$ cat src/rtl/tile_local_xbar.sv
module tile_local_xbar #(
  parameter int NGRP  = 4,
  parameter int GSZ   = 8,
  parameter int NCELL = 8,
  parameter int NIN   = 4,
  parameter int NSRC  = 64,
  parameter int SELW  = 4
) (
  input  logic [NSRC-1:0]              src_i,
  input  logic [NGRP*GSZ*(SELW+1)-1:0] trk_cfg_i,
  input  logic [NCELL*NIN*(SELW+1)-1:0] pin_cfg_i,
  output logic [NGRP*GSZ-1:0]          trk_o,
  output logic [NCELL*NIN-1:0]         pin_o
);
  localparam int NTRK  = NGRP * GSZ;
  localparam int NPIN  = NCELL * NIN;
  localparam int FLD   = SELW + 1;
  localparam int NCAND = 1 << SELW;

  function automatic int trk_src(input int t, input int s);
    return (3 * t + 4 * s) % NSRC;
  endfunction

  function automatic int pin_trk(input int q, input int s);
    int c, p, grp, mem;
    c   = q / NIN;
    p   = q % NIN;
    grp = ((s & 1) << 1) | ((s >> 1) & 1);
    mem = (2 * (s >> 2) + ((s >> 1) & 1) + c + p) % GSZ;
    return grp * GSZ + mem;
  endfunction

  for (genvar t = 0; t < NTRK; t++) begin : g_trk
    logic [NCAND-1:0] cand;
    logic [SELW-1:0]  sel;
    logic             en;
    assign en  = trk_cfg_i[t*FLD];
    assign sel = trk_cfg_i[t*FLD+1 +: SELW];
    for (genvar s = 0; s < NCAND; s++) begin : g_c
      assign cand[s] = src_i[trk_src(t, s)];
    end
    assign trk_o[t] = en & cand[sel];
  end

  for (genvar q = 0; q < NPIN; q++) begin : g_pin
    logic [NCAND-1:0] cand;
    logic [SELW-1:0]  sel;
    logic             en;
    assign en  = pin_cfg_i[q*FLD];
    assign sel = pin_cfg_i[q*FLD+1 +: SELW];
    for (genvar s = 0; s < NCAND; s++) begin : g_c
      assign cand[s] = trk_o[pin_trk(q, s)];
    end
    assign pin_o[q] = en & cand[sel];
  end

  always_comb begin
    for (int t = 0; t < NTRK; t++) begin
      if (!trk_cfg_i[t*FLD])
        AST_TRK_OFF_ZERO: assert (trk_o[t] == 1'b0) else $error("track %0d driven while off", t);
      else
        AST_TRK_FOLLOWS_SRC: assert (trk_o[t] == src_i[trk_src(t, int'(trk_cfg_i[t*FLD+1 +: SELW]))]) else $error("track %0d wrong source", t);
    end
  end

  always_comb begin
    for (int q = 0; q < NPIN; q++) begin
      if (!pin_cfg_i[q*FLD])
        AST_PIN_OFF_ZERO: assert (pin_o[q] == 1'b0) else $error("pin %0d driven while off", q);
      else
        AST_PIN_FOLLOWS_TRK: assert (pin_o[q] == trk_o[pin_trk(q, int'(pin_cfg_i[q*FLD+1 +: SELW]))]) else $error("pin %0d wrong track", q);
    end
  end
endmodule

$ cat config.mk
export PLATFORM = sky130hd
export DESIGN_NAME = tile_local_xbar
export DESIGN_NICKNAME = d
export VERILOG_FILES = /design/src/rtl/tile_local_xbar.sv
export SDC_FILE = /design/constraint.sdc
export NUM_CORES = 1
export LEC_CHECK = 0
export CAP_MARGIN = 10
export CORE_ASPECT_RATIO = 0.75
export CORE_MARGIN = 5
export CORE_UTILIZATION = 33
export DETAILED_ROUTE_END_ITERATION = 7
export PLACE_DENSITY = 0.75
export SYNTH_ARGS = -nofsm -noshare
export SYNTH_HDL_FRONTEND = slang
export SYNTH_SLANG_ARGS = --single-unit
$ cat constraint.sdc
create_clock -name vclk -period 3.4
set_input_delay 0.68 -clock vclk [all_inputs]
set_output_delay 0.68 -clock vclk [all_outputs]
set_load 0.02 [all_outputs]
**Word-level counts from Yosys, hierarchy flattened**

Index checks and enable logic that the tools add are counted.

- Add/subtract/negate cells: 0
- Multipliers: 0
- Divide/modulo/power cells: 0
- $lt $le $gt $ge: 64
- Eq/ne operators: 0
- Shift-type cells: 0
- Muxes and demuxes: 128
- Bitwise operators: 64
- Reduce and logical (&&, ||, !) cells: 0

Operators by type and width:

| cell | number |
|---|---|
| $lt A4 B5 Y1 const B | 64 |
| $bmux W1 S4 | 64 |
| $and A1 B1 Y1 | 64 |
| $mux W1 | 64 |

- Bits in registers: 0
- Bits in latches: 0
- Bits in writable memories: 0
- Memory bits (read-only): 0
- Input port bits: 384
- Memories kept: 0

**Depth between registers and ports, before layout**

- Depth in word-level cells: 6
- Gate-level depth with buffers: 10
- Mapped depth without buffers: 8

**Least setup slack after synthesis**

Ideal clock, no wire load.

- Kind: input port to output port
- Start: input trk_cfg_i[132]
- End: output pin_o[19]
- Arrival time: 3.091 ns
- Slack: -0.371 ns
- Stages: 9
- Buffers on the path: 2
- Path through: buf_4 -> mux2i_1 -> and3_1 -> o32ai_2 -> nor2_1 -> buf_2 -> mux4_2 -> and3b_1 -> nor4_1

- Word-level cells in the longest chain between the ends: 6

RTL lines:

| what | RTL line | text |
|---|---|---|
| start, declared | 10 | `input logic [NGRP*GSZ*(SELW+1)-1:0] trk_cfg_i,` |
| $bmux W1 S4 | 42 | `assign trk_o[t] = en & cand[sel];` |
| $mux W1 (not written as such) | 42 |  |
| $and A1 B1 Y1 | 42 |  |
| $bmux W1 S4 | 54 | `assign pin_o[q] = en & cand[sel];` |
| $mux W1 (not written as such) | 54 |  |
| $and A1 B1 Y1 | 54 |  |
| end, declared | 13 | `output logic [NCELL*NIN-1:0] pin_o` |

Every way passes these cells. The select of a mux whose other input is x is not followed.

**Worst setup path after layout**

- Start: input trk_cfg_i[77]
- End: output pin_o[31]

Same word-level chain as after synthesis.

==> results.json <==
{
  "status": "finished with violations",
  "violations": "setup timing",
  "post-route-util_pct": 66.5,
  "worstSetupStartpointType": "input pin",
  "final_nets": 2341,
  "nFillCells": 2310,
  "end_kind": "output pin",
  "hold_path_class": "in -> out",
  "dieWidth_um": 211,
  "antenna_found_initial": 15,
  "synth-seq-area-share_pct": 0,
  "final_cell_mix": "buf_4 (365), clkdlybuf4s50_1 (237), mux4_2 (167)",
  "rsz0062_at_grt": "yes",
  "crit_start": "trk_cfg_i[77]",
  "finalSetupViolations": 32,
  "multi_input_area_um2": 10900,
  "drc": 0,
  "first_pass_iters": 6,
  "synthCells": 1131,
  "fp.coreArea_um2": 30100,
  "seq_area_um2": 0,
  "ys_warn_count": 0,
  "grt_max_degree": 18,
  "min_from": "pin_cfg_i[90]",
  "tightest_slew_ps": 478,
  "drtIter0Drc": 1484,
  "path_class": "in -> out",
  "hpwlAfterDp_mm": 44.3,
  "whs_ps": 2030,
  "nClkBuffers": 0,
  "layout_commonest_cell": "buf_4",
  "leakage_nw": 8.25,
  "ioPinCount": 448,
  "syn_area_per_cell_um2": 8.86,
  "grt-ovfl-total": 0,
  "initial_core_util_pct": 33.3,
  "period_needed_ps": 3840,
  "vias": 15100,
  "dieHeight_um": 161,
  "worst_ep_required_time_ps": 2720,
  "cap_violations": 0,
  "gp_congestion": 0.982,
  "grt_pass1_wl_mm": 88.1,
  "ant_nets": 0,
  "synth_top_area_share_pct": 37.3,
  "max-slew-margin-rel_pct": 67.3,
  "synth.area.top_cells": "mux4_2 (37%), mux2_2 (5.1%), mux2i_1 (3.0%), nand2_1 (3.0%), inv_1 (2.9%)",
  "rows": 55,
  "yosysTopAreaCell": "mux4_2",
  "p_per_area_nw_per_um2": 180,
  "fmax_mhz": 261,
  "netlist-cell-type-count": 84,
  "period_share_pct": 113,
  "wl_per_cell_um": 25.1,
  "drt-vias-per-instance": 6.38,
  "die-area_um2": 34000,
  "port-buffer-count": 448,
  "crit_arrival_ps": 3160,
  "timing.final.hold_violations": 0,
  "drt-total-wl_mm": 59.4,
  "fin_ws_ps": -436,
  "syn-cell-area_um2": 10000,
  "syn_nets": 1515,
  "area_growth_pct": 99.5,
  "slew_viol_final": 0,
  "crit_fanout": 6,
  "grt.total_usage_pct": 32.1,
  "grt_pass1_vias": 15400,
  "seq_cells": 0,
  "layout-drive-gt1-share_pct": 53.6,
  "ir_drop_uv": 114
}
cells in the mapped netlist (12+ instances only):
master / instances
mux4_2: 166
nand2_1: 79
inv_1: 77
nor2_1: 52
nor3_1: 46
mux2_2: 45
clkbuf_1: 40
nor2b_1: 40
o21ai_0: 39
o22ai_1: 34
mux2i_1: 30
o2111ai_1: 26
nand2b_1: 25
a211oi_1: 24
nand3_1: 24
nor3b_1: 22
o211ai_1: 21
buf_2: 20
a21oi_1: 16
nand4_1: 15
o211a_1: 14
o21ai_1: 14
and2_1: 13
a31oi_1: 12
nand3b_1: 12
nor4_1: 12
logic make-up after synthesis:
family / Yosys count / synth area share [%]
AOI/OAI and AO/OA: 328 / 24.9
buffers and inverters: 156 / 6.43
muxes: 247 / 46.5
and+or+nand+nor: 400 / 22.1
report_power, final:
group | total [W] | switching (W) | internal, W
clock network | 0.000000000473 | 0 | 0.000000000473
logic | 0.00361 | 0.00166 | 0.00195
registers | 0 | 0 | 0
through the flow:
step | total power (W) | area [µm²] | setup WS [ps] | instances | setup TNS (ps)
CTS | 0.00341 | 19500 | -505 | 2346 | -10290
floorplan | 0.00138 | 10400 | -83.4 | 1131 | -236
global route | 0.00376 | 20000 | -523 | 2364 | -12480
global placement | 0.00294 | 17700 | -1320 | 2253 | -56420
finish | 0.00361 | 20000 | -436 | 2366 | -10530
detailed placement | 0.00299 | 17700 | -1350 | 2253 | -58550
final timing paths:
path	slack [ps]	to	depth (start not counted)
hold / removal	2030	pin_o[18]	3
setup / recovery	-440	pin_o[31]	11
final cells by class:
class                      count  share of cell area (%)
tap                          399                    2.50
multi-input combinational    976                    54.6
timing repair buffer         895                    41.1
antenna                       12                   0.150
inverter                      84                    1.69
critical path: stages:
cell	delay, ps
clkdlybuf4s50_1	510
inv_1	80
o211a_1	250
a22o_1	240
nor2_4	240
inv_2	100
buf_12	150
mux4_2	450
mux2i_1	160
o211ai_1	120
buf_4	170
what timing repair did:
item / CTS / global route
cloned: 6 / 0
buffers inserted: 90 / 19
resized for setup: 1027 / 160
pin swaps: 154 / 98
endpoints found under the setup margin: 64 / 51
hold buffers: 0 / 0
metal layers:
| layer | GRT usage, % | vias to the layer above | wire (µm) |
|---|---|---|---|
| li1 | - | 6442 | - |
| met1 | 39.2 | 7252 | 21100 |
| met2 | 55.3 | 1139 | 28500 |
| met3 | 7.03 | 243 | 6620 |
| met4 | 12.6 | 10 | 3060 |
| met5 | 0 | - | 68 |
(Power assumes the default switching activity.)
